**src/rtl/eag_pkg.sv**
```systemverilog
package eag_pkg;

    localparam logic [3:0] M_IMM   = 4'd0;
    localparam logic [3:0] M_REG   = 4'd1;
    localparam logic [3:0] M_RIND  = 4'd2;
    localparam logic [3:0] M_DISP  = 4'd3;
    localparam logic [3:0] M_BIDX  = 4'd4;
    localparam logic [3:0] M_BIDXO = 4'd5;
    localparam logic [3:0] M_PCREL = 4'd6;
    localparam logic [3:0] M_AINC  = 4'd7;
    localparam logic [3:0] M_ADEC  = 4'd8;
    localparam logic [3:0] M_MIND  = 4'd9;

    typedef enum logic {S_IDLE, S_WAIT} eag_state_e;

    typedef struct packed {
        logic no_mem;
        logic wb_en;
        logic need_ptr;
    } eag_ctl_t;

    function automatic logic [2:0] step_bytes(input logic [1:0] sz);
        case (sz)
            2'd0:    return 3'd1;
            2'd1:    return 3'd2;
            default: return 3'd4;
        endcase
    endfunction

    function automatic eag_ctl_t decode_mode(input logic [3:0] m);
        eag_ctl_t c;
        c = '{no_mem: 1'b0, wb_en: 1'b0, need_ptr: 1'b0};
        case (m)
            M_RIND, M_DISP, M_BIDX, M_BIDXO, M_PCREL: ;
            M_AINC, M_ADEC: c.wb_en    = 1'b1;
            M_MIND:         c.need_ptr = 1'b1;
            default:        c.no_mem   = 1'b1;
        endcase
        return c;
    endfunction

endpackage

```
**src/rtl/eag_disp_ext.sv**
```systemverilog
module eag_disp_ext #(
    parameter int ADDR_W  = 32,
    parameter int DISP_W  = 16,
    parameter int SHORT_W = 8
) (
    input  logic [DISP_W-1:0] disp,
    input  logic              wide,
    output logic [ADDR_W-1:0] ext
);
    logic signed [DISP_W-1:0]  d_long;
    logic signed [SHORT_W-1:0] d_short;

    always_comb begin
        d_long  = disp;
        d_short = disp[SHORT_W-1:0];
        ext = wide ? ADDR_W'(d_long) : ADDR_W'(d_short);
    end
endmodule

```
**src/rtl/eag_step.sv**
```systemverilog
module eag_step #(
    parameter int ADDR_W = 32
) (
    input  logic [1:0]        op_size,
    output logic [ADDR_W-1:0] step
);
    always_comb step = ADDR_W'(eag_pkg::step_bytes(op_size));
endmodule

```
**src/rtl/eag_addr_calc.sv**
```systemverilog
module eag_addr_calc #(
    parameter int ADDR_W = 32
) (
    input  logic [3:0]        mode,
    input  logic [ADDR_W-1:0] reg_val,
    input  logic [ADDR_W-1:0] idx_val,
    input  logic [ADDR_W-1:0] pc,
    input  logic [ADDR_W-1:0] disp_x,
    input  logic [ADDR_W-1:0] step,
    output logic [ADDR_W-1:0] addr,
    output logic [ADDR_W-1:0] wb_val
);
    import eag_pkg::*;

    logic [ADDR_W-1:0] disp_plus_reg;

    always_comb begin
        disp_plus_reg = disp_x + reg_val;
        addr   = '0;
        wb_val = reg_val;
        case (mode)
            M_RIND:  addr = reg_val;
            M_DISP:  addr = disp_plus_reg;
            M_BIDX:  addr = reg_val + idx_val;
            M_BIDXO: addr = disp_plus_reg + idx_val;
            M_PCREL: addr = pc + disp_x;
            M_AINC: begin
                addr   = reg_val;
                wb_val = reg_val + step;
            end
            M_ADEC: begin
                wb_val = reg_val - step;
                addr   = wb_val;
            end
            M_MIND:  addr = disp_plus_reg;
            default: addr = '0;
        endcase
    end
endmodule

```
**src/rtl/eag_unit.sv**
```systemverilog
module eag_unit #(
    parameter int ADDR_W  = 32,
    parameter int DISP_W  = 16,
    parameter int SHORT_W = 8,
    parameter int RIDX_W  = 4
) (
    input  logic              clk,
    input  logic              rst,
    input  logic              req_valid,
    input  logic [3:0]        mode,
    input  logic [RIDX_W-1:0] reg_idx,
    input  logic [ADDR_W-1:0] reg_val,
    input  logic [ADDR_W-1:0] idx_val,
    input  logic [DISP_W-1:0] disp,
    input  logic              disp_wide,
    input  logic [ADDR_W-1:0] pc,
    input  logic [1:0]        op_size,
    input  logic              ptr_ack,
    input  logic [ADDR_W-1:0] ptr_data,
    output logic              ea_valid,
    output logic [ADDR_W-1:0] ea,
    output logic              no_mem,
    output logic              wb_en,
    output logic [RIDX_W-1:0] wb_idx,
    output logic [ADDR_W-1:0] wb_val,
    output logic              ptr_rd,
    output logic [ADDR_W-1:0] ptr_addr,
    output logic              busy
);
    import eag_pkg::*;

    eag_state_e        state;
    eag_ctl_t          ctl;
    logic [ADDR_W-1:0] disp_x, step, calc_addr, calc_wb;

    eag_disp_ext #(.ADDR_W(ADDR_W), .DISP_W(DISP_W), .SHORT_W(SHORT_W)) u_ext (
        .disp(disp), .wide(disp_wide), .ext(disp_x)
    );

    eag_step #(.ADDR_W(ADDR_W)) u_step (.op_size(op_size), .step(step));

    eag_addr_calc #(.ADDR_W(ADDR_W)) u_calc (
        .mode(mode), .reg_val(reg_val), .idx_val(idx_val), .pc(pc),
        .disp_x(disp_x), .step(step), .addr(calc_addr), .wb_val(calc_wb)
    );

    always_comb ctl = decode_mode(mode);
    assign busy = (state == S_WAIT);

    always_ff @(posedge clk) begin
        if (rst) begin
            state    <= S_IDLE;
            ea_valid <= 1'b0;
            ea       <= '0;
            no_mem   <= 1'b0;
            wb_en    <= 1'b0;
            wb_idx   <= '0;
            wb_val   <= '0;
            ptr_rd   <= 1'b0;
            ptr_addr <= '0;
        end else begin
            ea_valid <= 1'b0;
            wb_en    <= 1'b0;
            case (state)
                S_IDLE: begin
                    if (req_valid) begin
                        if (ctl.need_ptr) begin
                            state    <= S_WAIT;
                            ptr_rd   <= 1'b1;
                            ptr_addr <= calc_addr;
                        end else begin
                            ea_valid <= 1'b1;
                            ea       <= ctl.no_mem ? '0 : calc_addr;
                            no_mem   <= ctl.no_mem;
                            wb_en    <= ctl.wb_en;
                            wb_idx   <= reg_idx;
                            wb_val   <= calc_wb;
                        end
                    end
                end
                S_WAIT: begin
                    if (ptr_ack) begin
                        state    <= S_IDLE;
                        ptr_rd   <= 1'b0;
                        ea_valid <= 1'b1;
                        ea       <= ptr_data;
                        no_mem   <= 1'b0;
                    end
                end
                default: state <= S_IDLE;
            endcase
        end
    end
endmodule

```
**config.mk**
```make
export PLATFORM = sky130hd
export DESIGN_NAME = eag_unit
export DESIGN_NICKNAME = d
export VERILOG_FILES = /design/src/rtl/eag_pkg.sv /design/src/rtl/eag_disp_ext.sv /design/src/rtl/eag_step.sv /design/src/rtl/eag_addr_calc.sv /design/src/rtl/eag_unit.sv
export SDC_FILE = /design/constraint.sdc
export NUM_CORES = 1
export LEC_CHECK = 0
export BUFFER_PORTS_ARGS = -buffer_cell sky130_fd_sc_hd__buf_2
export CORE_ASPECT_RATIO = 0.8
export CORE_MARGIN = 1
export CORE_UTILIZATION = 34
export CTS_BUF_LIST = sky130_fd_sc_hd__clkbuf_8
export DETAILED_ROUTE_END_ITERATION = 10
export GPL_TIMING_DRIVEN = 0
export HOLD_SLACK_MARGIN = 0.03
export PLACE_DENSITY = 0.6
export SYNTH_ARGS = -nofsm -noshare
export SYNTH_HDL_FRONTEND = slang
export SYNTH_SLANG_ARGS = --single-unit
```
**constraint.sdc**
```tcl
create_clock -name clk -period 6.5 [get_ports clk]
set_input_delay 0.65 -clock clk [delete_from_list [all_inputs] [get_ports clk]]
set_output_delay 0.65 -clock clk [all_outputs]
set_load 0.01 [all_outputs]
```
==> results of run 1 <==
[repair_timing]
| action | CTS | global route |
|---|---|---|
| hold endpoints to repair | 0 | 0 |
| endpoints found under the setup margin | 22 | 21 |
| hold buffers | 0 | 0 |
| resized for setup | 9 | 9 |
| pin swaps | 0 | 1 |
| setup buffers | 3 | 5 |
| gates cloned | 1 | 0 |
[routing by layer]
| layer | global-route usage [%] | up-vias | part of all wire, % | wire, um |
|---|---|---|---|---|
| met1 | 47.3 | 7007 | 47 | 27700 |
| li1 | - | 6872 | - | - |
| met5 | 0 | - | 0.022 | 13 |
| met4 | 8.19 | 2 | 2.6 | 1540 |
| met2 | 47.9 | 743 | 42 | 24500 |
| met3 | 3.52 | 71 | 8.4 | 4900 |
[critical path, delay by kind of cell]
kind	cells	cell delay, ns
xor gates and xnor gates	1	0.28
and+or+nand+nor	5	0.97
AOI/OAI and AO/OA	12	3.42
adders and majority gates	2	0.71
buffers and inverters	2	0.41
[where the power goes]
group	switching [W]	total (W)	internal, W	leakage, nW
Sequential	0.0000199	0.000699	0.000679	0.861
Combinational	0.000797	0.00123	0.000434	5.23
Clock	0.000261	0.000448	0.000187	0.111
[stage by stage]
stage	cells	TNS [ns]	hold slack [ns]
floorplan	1715	0	0.476
global placement	2440	-28.10	0.438
detailed placement	2440	-29.17	0.440
CTS	2460	0	0.456
global route	2465	0	0.453
finish	2465	0	0.454
[layout by cell type (no fill, tap or decap), drive strengths merged, types with 20 or more instances in the layout]
| cell | Yosys | layout |
|---|---|---|
| o211ai | 21 | 21 |
| dfxtp | 105 | 105 |
| ha | 100 | 100 |
| nor2 | 157 | 157 |
| nand3 | 49 | 49 |
| a221oi | 26 | 26 |
| o21ai | 146 | 146 |
| a21o | 59 | 59 |
| nand2 | 213 | 213 |
| inv | 37 | 39 |
| nor3 | 76 | 76 |
| o21bai | 21 | 21 |
| clkbuf | 104 | 112 |
| buf | 8 | 276 |
| and3 | 23 | 23 |
| nand4 | 20 | 20 |
| a211oi | 35 | 35 |
| xnor2 | 70 | 70 |
| xor2 | 36 | 36 |
| a21oi | 166 | 166 |
[worst max-delay path by stage]
stage | startpoint | end | slack (ns) | cells after the start
2_1_floorplan | disp_wide | ea[26]$_SDFFE_PP0P_ | 0.72 | 23
4_1_cts | disp_wide | ea[26]$_SDFFE_PP0P_ | 0.006 | 22
3_3_place_gp | disp_wide | ea[26]$_SDFFE_PP0P_ | -1.66 | 23
5_1_grt | disp_wide | ea[26]$_SDFFE_PP0P_ | 0.008 | 22
3_5_place_dp | disp_wide | ea[26]$_SDFFE_PP0P_ | -1.72 | 23
6_report | disp_wide | ea[26]$_SDFFE_PP0P_ | 0.29 | 22
[registers in the layout (all words and copies together) (netlist names)]
| register | cells |
|---|---|
| busy | 1 |
| ptr_rd | 1 |
| ea | 32 |
| wb_idx | 4 |
| no_mem | 1 |
| wb_en | 1 |
| ea_valid | 1 |
| ptr_addr | 32 |
| wb_val | 32 |
[final cells by class]
type,count,share of cell area [%]
tap,465,4.10
inverter,37,1.01
clock inverter,7,0.635
clock buffer,9,0.873
sequential,105,14.8
timing repair inverter,1,0.0353
buffer,111,2.97
multi-input combinational,1461,65.9
antenna,1,0.0176
timing repair buffer,268,9.68
[logic make-up (layout without fill, tap and decap cells)]
logic type | Yosys count | count (layout) | synth area share, %
AND/OR/NAND/NOR | 625 | 625 | 24.1
multiplexers | 16 | 16 | 1.43
buffers and inverters | 149 | 433 | 4.72
flip-flops | 105 | 105 | 17.6
XOR/XNOR | 106 | 106 | 7.78
adder cells (fa/ha/maj) | 105 | 105 | 11.3
other | 0 | 1 | 0
AO/OA/AOI/OAI | 609 | 609 | 33.1
==> results.py, run 1 <==
metrics = {
    "place": {
        "port-buffer-count": 260,
        "placed_area_mm2": 0.0138,
        "place_congestion": 0.964,
        "dp.final_hpwl_um": 48500,
        "pre_cts_ws_ns": -1.72,
    },
    "outcome": {
        "status": "finished, final reports clean",
    },
    "synth": {
        "netlist_area_mm2": 0.0119,
        "syn-instance-count": 1715,
        "synthesis.nets": 1979,
        "async_reset_ff_share_pct": 0,
        "ys_seq_elements": 105,
        "synthFlopType": "dfxtp_1",
        "syn_avg_cell_area_um2": 6.96,
        "yosysSeqAreaShare_pct": 17.6,
        "synthTopCellsByCount": "nand2_1 (213), a21oi_1 (165), nor2_1 (157), o21ai_0 (142), dfxtp_1 (105)",
        "yosysMostFrequentCell": "nand2_1",
        "yosys_warnings": 0,
        "synth_top_area_share_pct": 17.6,
        "synthTopCellsByArea": "dfxtp_1 (18%), ha_1 (10%), a21oi_1 (6.9%)",
        "ys_types": 73,
        "yosysTopAreaCell": "dfxtp_1",
        "synth_edf_count": 0,
    },
    "clock_network": {
        "cts_root_buffer": "clkbuf_8",
        "clock_latency_ns": 0.39,
        "cts_tree": "yes",
        "cts_buffer_depth": 2,
        "ctsHtreeMaxLevel": 3,
        "clkTransAtPathRegs_ns": 0.11,
        "cts-buffers-inserted": 9,
        "cts.sinks": 105,
    },
    "timing": {
        "tightestPinTransition_ns": 1.11,
        "max_freq_mhz": 161,
        "skew_ns": 0.0135,
        "slew_headroom_pct": 25.7,
        "finalSetupViolations": 0,
        "setup_ws_ns": 0.294,
        "fin_crit_ns": 6.21,
        "slew_violations": 0,
        "fin_crit_sh_pct": 95.5,
        "hold_violations": 0,
        "rsz0062_at_grt": "false",
    },
    "global_routing": {
        "grt_first_pass_wirelength_um": 85400,
        "grt_pass1_vias": 13100,
        "overflow": 0,
        "grt_max_degree": 20,
        "grt_usage_pct": 31.8,
        "antenna_found_initial": 2,
    },
    "finish": {
        "nFillCells": 3703,
        "multi_input_area_mm2": 0.00934,
        "nNetsFinal": 2258,
        "drive_above_1_share_pct": 16.3,
        "stdcell_area_mm2": 0.0142,
        "area_delta_synth_final_pct": 18.9,
        "seqCellArea_mm2": 0.00210,
        "fin_util_pct": 41.6,
    },
    "flow_run": {
        "max_cap_violations": 0,
    },
    "critical_path": {
        "crit_slowest_cell": "a21boi_0",
        "rr_worst_depth": 7,
        "r2r-end": "wb_val[8]$_SDFFE_PP0P_",
        "slowest_delay_ns": 0.53,
        "cp.arrival_ns": 6.45,
        "start_kind": "input port",
        "critical_path_class": "input port to register",
        "rr_startpoint": "busy$_SDFF_PP0_",
        "worstPathMaxFanout": 9,
        "cp-end-kind": "register",
        "crit_chain": "clkbuf_2, nand2b_1, nand2_1, ha_1, a21oi_1, o21ai_0, and3_1, o31ai_2, nand2_1, a21o_1, a21oi_1, xor2_1, o21ai_0, ha_1, clkbuf_1, a2111o_1, o22ai_1, a21boi_0, o31ai_1, a2111o_1, a221oi_2, nor3_1",
        "cp.required_ns": 6.75,
        "r2r_setup_slack_ns": 4.04,
    },
    "die": {
        "fp.coreArea_mm2": 0.0341,
        "io_pins": 264,
        "die_w_um": 211,
        "die_h_um": 170,
        "fp-row-count": 60,
        "dieArea_mm2": 0.0359,
        "initial_utilization_pct": 35.0,
    },
    "hold_path": {
        "hold-path-endpoint": "wb_val[5]$_SDFFE_PP0P_",
        "hp-class": "register to register",
        "hold_depth": 2,
        "min_from": "wb_val[5]$_SDFFE_PP0P_",
    },
    "pwr": {
        "irDropWorstVdd_uv": 108,
        "p_per_area_mw_per_mm2": 168,
        "p_leak_nw": 6.20,
        "power_w": 0.00238,
    },
    "routing": {
        "vias": 14700,
        "firstDrtPassIters": 6,
        "drtIter0Drc": 1436,
        "drt_wl_total_um": 58600,
        "route.detailed.drc": 0,
        "via_per_inst": 5.96,
        "wl_per_cell_um": 23.8,
        "ant_nets": 0,
    },
}
Note: power is estimated with default switching activity, not from simulation.
==> run 2: changes to the inputs <==
BUFFER_PORTS_ARGS = default   (was -buffer_cell sky130_fd_sc_hd__buf_2)
DONT_BUFFER_PORTS = 1   (was default)
PLACE_DENSITY = 0.54   (was 0.6)
==> results.py, run 2 (synthesis gave the netlist of run 1 again) <==
metrics = {
    "outcome": {
        "status": "finished, final reports clean",
    },
    "flow_run": {
        "max_cap_violations": 0,
    },
    "die": {
        "fp-row-count": 60,
        "fp.coreArea_mm2": 0.0341,
        "die_h_um": 170,
        "initial_utilization_pct": 35.0,
        "dieArea_mm2": 0.0359,
        "io_pins": 264,
        "die_w_um": 211,
    },
    "clock_network": {
        "cts-buffers-inserted": 9,
        "ctsHoldBuffers": 0,
        "cts_tree": "yes",
        "ctsHtreeMaxLevel": 3,
        "cts_root_buffer": "clkbuf_8",
        "cts_buffer_depth": 2,
        "clock_latency_ns": 0.39,
        "cts.sinks": 105,
        "clkTransAtPathRegs_ns": 0.13,
    },
    "hold_path": {
        "min_from": "reg_idx[3]",
        "hold-path-endpoint": "wb_idx[3]$_SDFFE_PP0P_",
        "hp-class": "input port to register",
        "hold_depth": 2,
    },
    "routing": {
        "firstDrtPassIters": 7,
        "routed.top_layer": "met5",
        "wl_per_cell_um": 26.2,
        "drt_wl_total_um": 57700,
        "wl_met2_um": 24400,
        "via_per_inst": 6.17,
        "ant_nets": 0,
        "drtIter0Drc": 1318,
        "route.detailed.drc": 0,
        "wl_met1_um": 26800,
        "wl_met3_um": 5260,
        "vias": 13600,
    },
    "finish": {
        "insertedDiodeCount": 0,
        "seqCellArea_mm2": 0.00210,
        "layout_common_cells": "nand2_1 (213), a21oi_1 (165), nor2_1 (157)",
        "stdcell_area_mm2": 0.0128,
        "area_delta_synth_final_pct": 7.60,
        "reg.largest.list": "ea: 32 flops, ptr_addr: 32 flops, wb_val: 32 flops",
        "multi_input_area_mm2": 0.00935,
        "fin_cells": 2201,
        "layout_commonest_cell": "nand2_1",
        "drive_above_1_share_pct": 3.57,
        "nNetsFinal": 1995,
        "nFillCells": 3782,
        "fin_util_pct": 37.7,
    },
    "critical_path": {
        "crit_family": "compound AO/OA/AOI/OAI gates",
        "start_kind": "input port",
        "r2r-end": "wb_val[8]$_SDFFE_PP0P_",
        "worstPathMaxFanout": 7,
        "crit_slowest_cell": "o41ai_1",
        "rr_startpoint": "busy$_SDFF_PP0_",
        "slowest_delay_ns": 0.86,
        "cp.required_ns": 6.76,
        "r2r_setup_slack_ns": 3.90,
        "cp-end-kind": "register",
        "worst-path-buf-inv": 3,
        "rr_worst_depth": 7,
        "cp_num_cells": 23,
        "cp.arrival_ns": 6.42,
        "critical_path_class": "input port to register",
        "crit_chain": "ha_1, inv_1, fa_1, nor2b_1, o21ai_0, a21oi_1, o21ai_0, o41ai_1, a21oi_1, xor2_1, o21ai_0, ha_1, clkbuf_1, a21o_1, a21o_1, a221oi_1, inv_1, a31oi_1, xnor2_1, a221oi_1, o31ai_1, a221oi_1, nor3_1",
    },
    "global_routing": {
        "grt_first_pass_wirelength_um": 83700,
        "grt_max_degree": 20,
        "grt_usage_pct": 31.4,
        "antenna_found_initial": 4,
        "overflow": 0,
        "grt_pass1_vias": 12500,
    },
    "timing": {
        "slew_headroom_pct": 24.9,
        "fin_crit_sh_pct": 94.7,
        "fin_crit_ns": 6.16,
        "rsz0062_at_grt": "false",
        "hold_violations": 0,
        "tightestPinTransition_ns": 1.12,
        "max_freq_mhz": 162,
        "skew_ns": 0.0183,
        "fin_hold_ws_ns": 0.377,
        "finalSetupViolations": 0,
        "slew_violations": 0,
        "fin_setup_tns_ns": 0,
    },
    "place": {
        "placed_area_mm2": 0.0125,
        "dp_cells": 2180,
        "port-buffer-count": 0,
        "place_congestion": 0.971,
        "dp.final_hpwl_um": 48000,
    },
    "pwr": {
        "p_per_area_mw_per_mm2": 175,
        "p_leak_nw": 5.02,
        "irDropWorstVdd_uv": 107,
    },
}
==> run 2: how the worst max path moves through the flow <==
stage / from / endpoint / slack (ns)
finish: reg_val[0] / ea[23]$_SDFFE_PP0P_ / 0.34
global route: disp_wide / ea[29]$_SDFFE_PP0P_ / 0.04
CTS: disp_wide / ptr_addr[31]$_SDFFE_PP0P_ / 0.02
detailed placement: disp_wide / ea[26]$_SDFFE_PP0P_ / -1.85
global placement: disp_wide / ea[26]$_SDFFE_PP0P_ / -1.72
floorplan: disp_wide / ea[26]$_SDFFE_PP0P_ / 0.72
==> run 2: layout make-up <==
type,count,area share [%]
multi-input cells,1461,72.8
flip-flops and latches,105,16.4
well taps,465,4.53
plain buffers,111,3.28
inverters,37,1.11
clock buffers,9,0.965
clock inverters,7,0.497
repair buffers,5,0.390
repair inverters,1,0.0390
==> run 2: metrics by stage <==
step / setup WS, ns / total power (W)
global route: 0.0439 / 0.00237
CTS: 0.0230 / 0.00221
detailed placement: -1.85 / 0.00180
global placement: -1.72 / 0.00179
finish: 0.344 / 0.00224
floorplan: 0.720 / 0.00146
==> run 2: worst reg2reg max path, stage by stage (launching register included) <==
cell and delay (ns):
dfxtp_1 0.36, clkbuf_1 0.18, nand2b_1 0.19, nor2_1 0.22, clkbuf_1 0.49, clkbuf_1 0.57, o21ai_0 0.34, a21oi_1 0.20
==> run 2: repair_timing <==
item | CTS | global route
pin swaps | 0 | 0
buffers inserted | 5 | 0
gates cloned | 1 | 0
gates resized for setup | 8 | 12
endpoints found under the setup margin | 24 | 18
==> run 2: routing by layer <==
layer,track usage [%],vias to the layer above
li1,-,6338
met3,5.66,72
met5,0,-
met4,6.36,8
met2,47.9,664
met1,45.7,6489
==> run 2: power breakdown <==
part / switching, W / total (W) / internal [W]
Combinational: 0.000723 / 0.00110 / 0.000379
Sequential: 0.0000460 / 0.000725 / 0.000679
Clock: 0.000266 / 0.000414 / 0.000148
Total: 0.00104 / 0.00224 / 0.00121
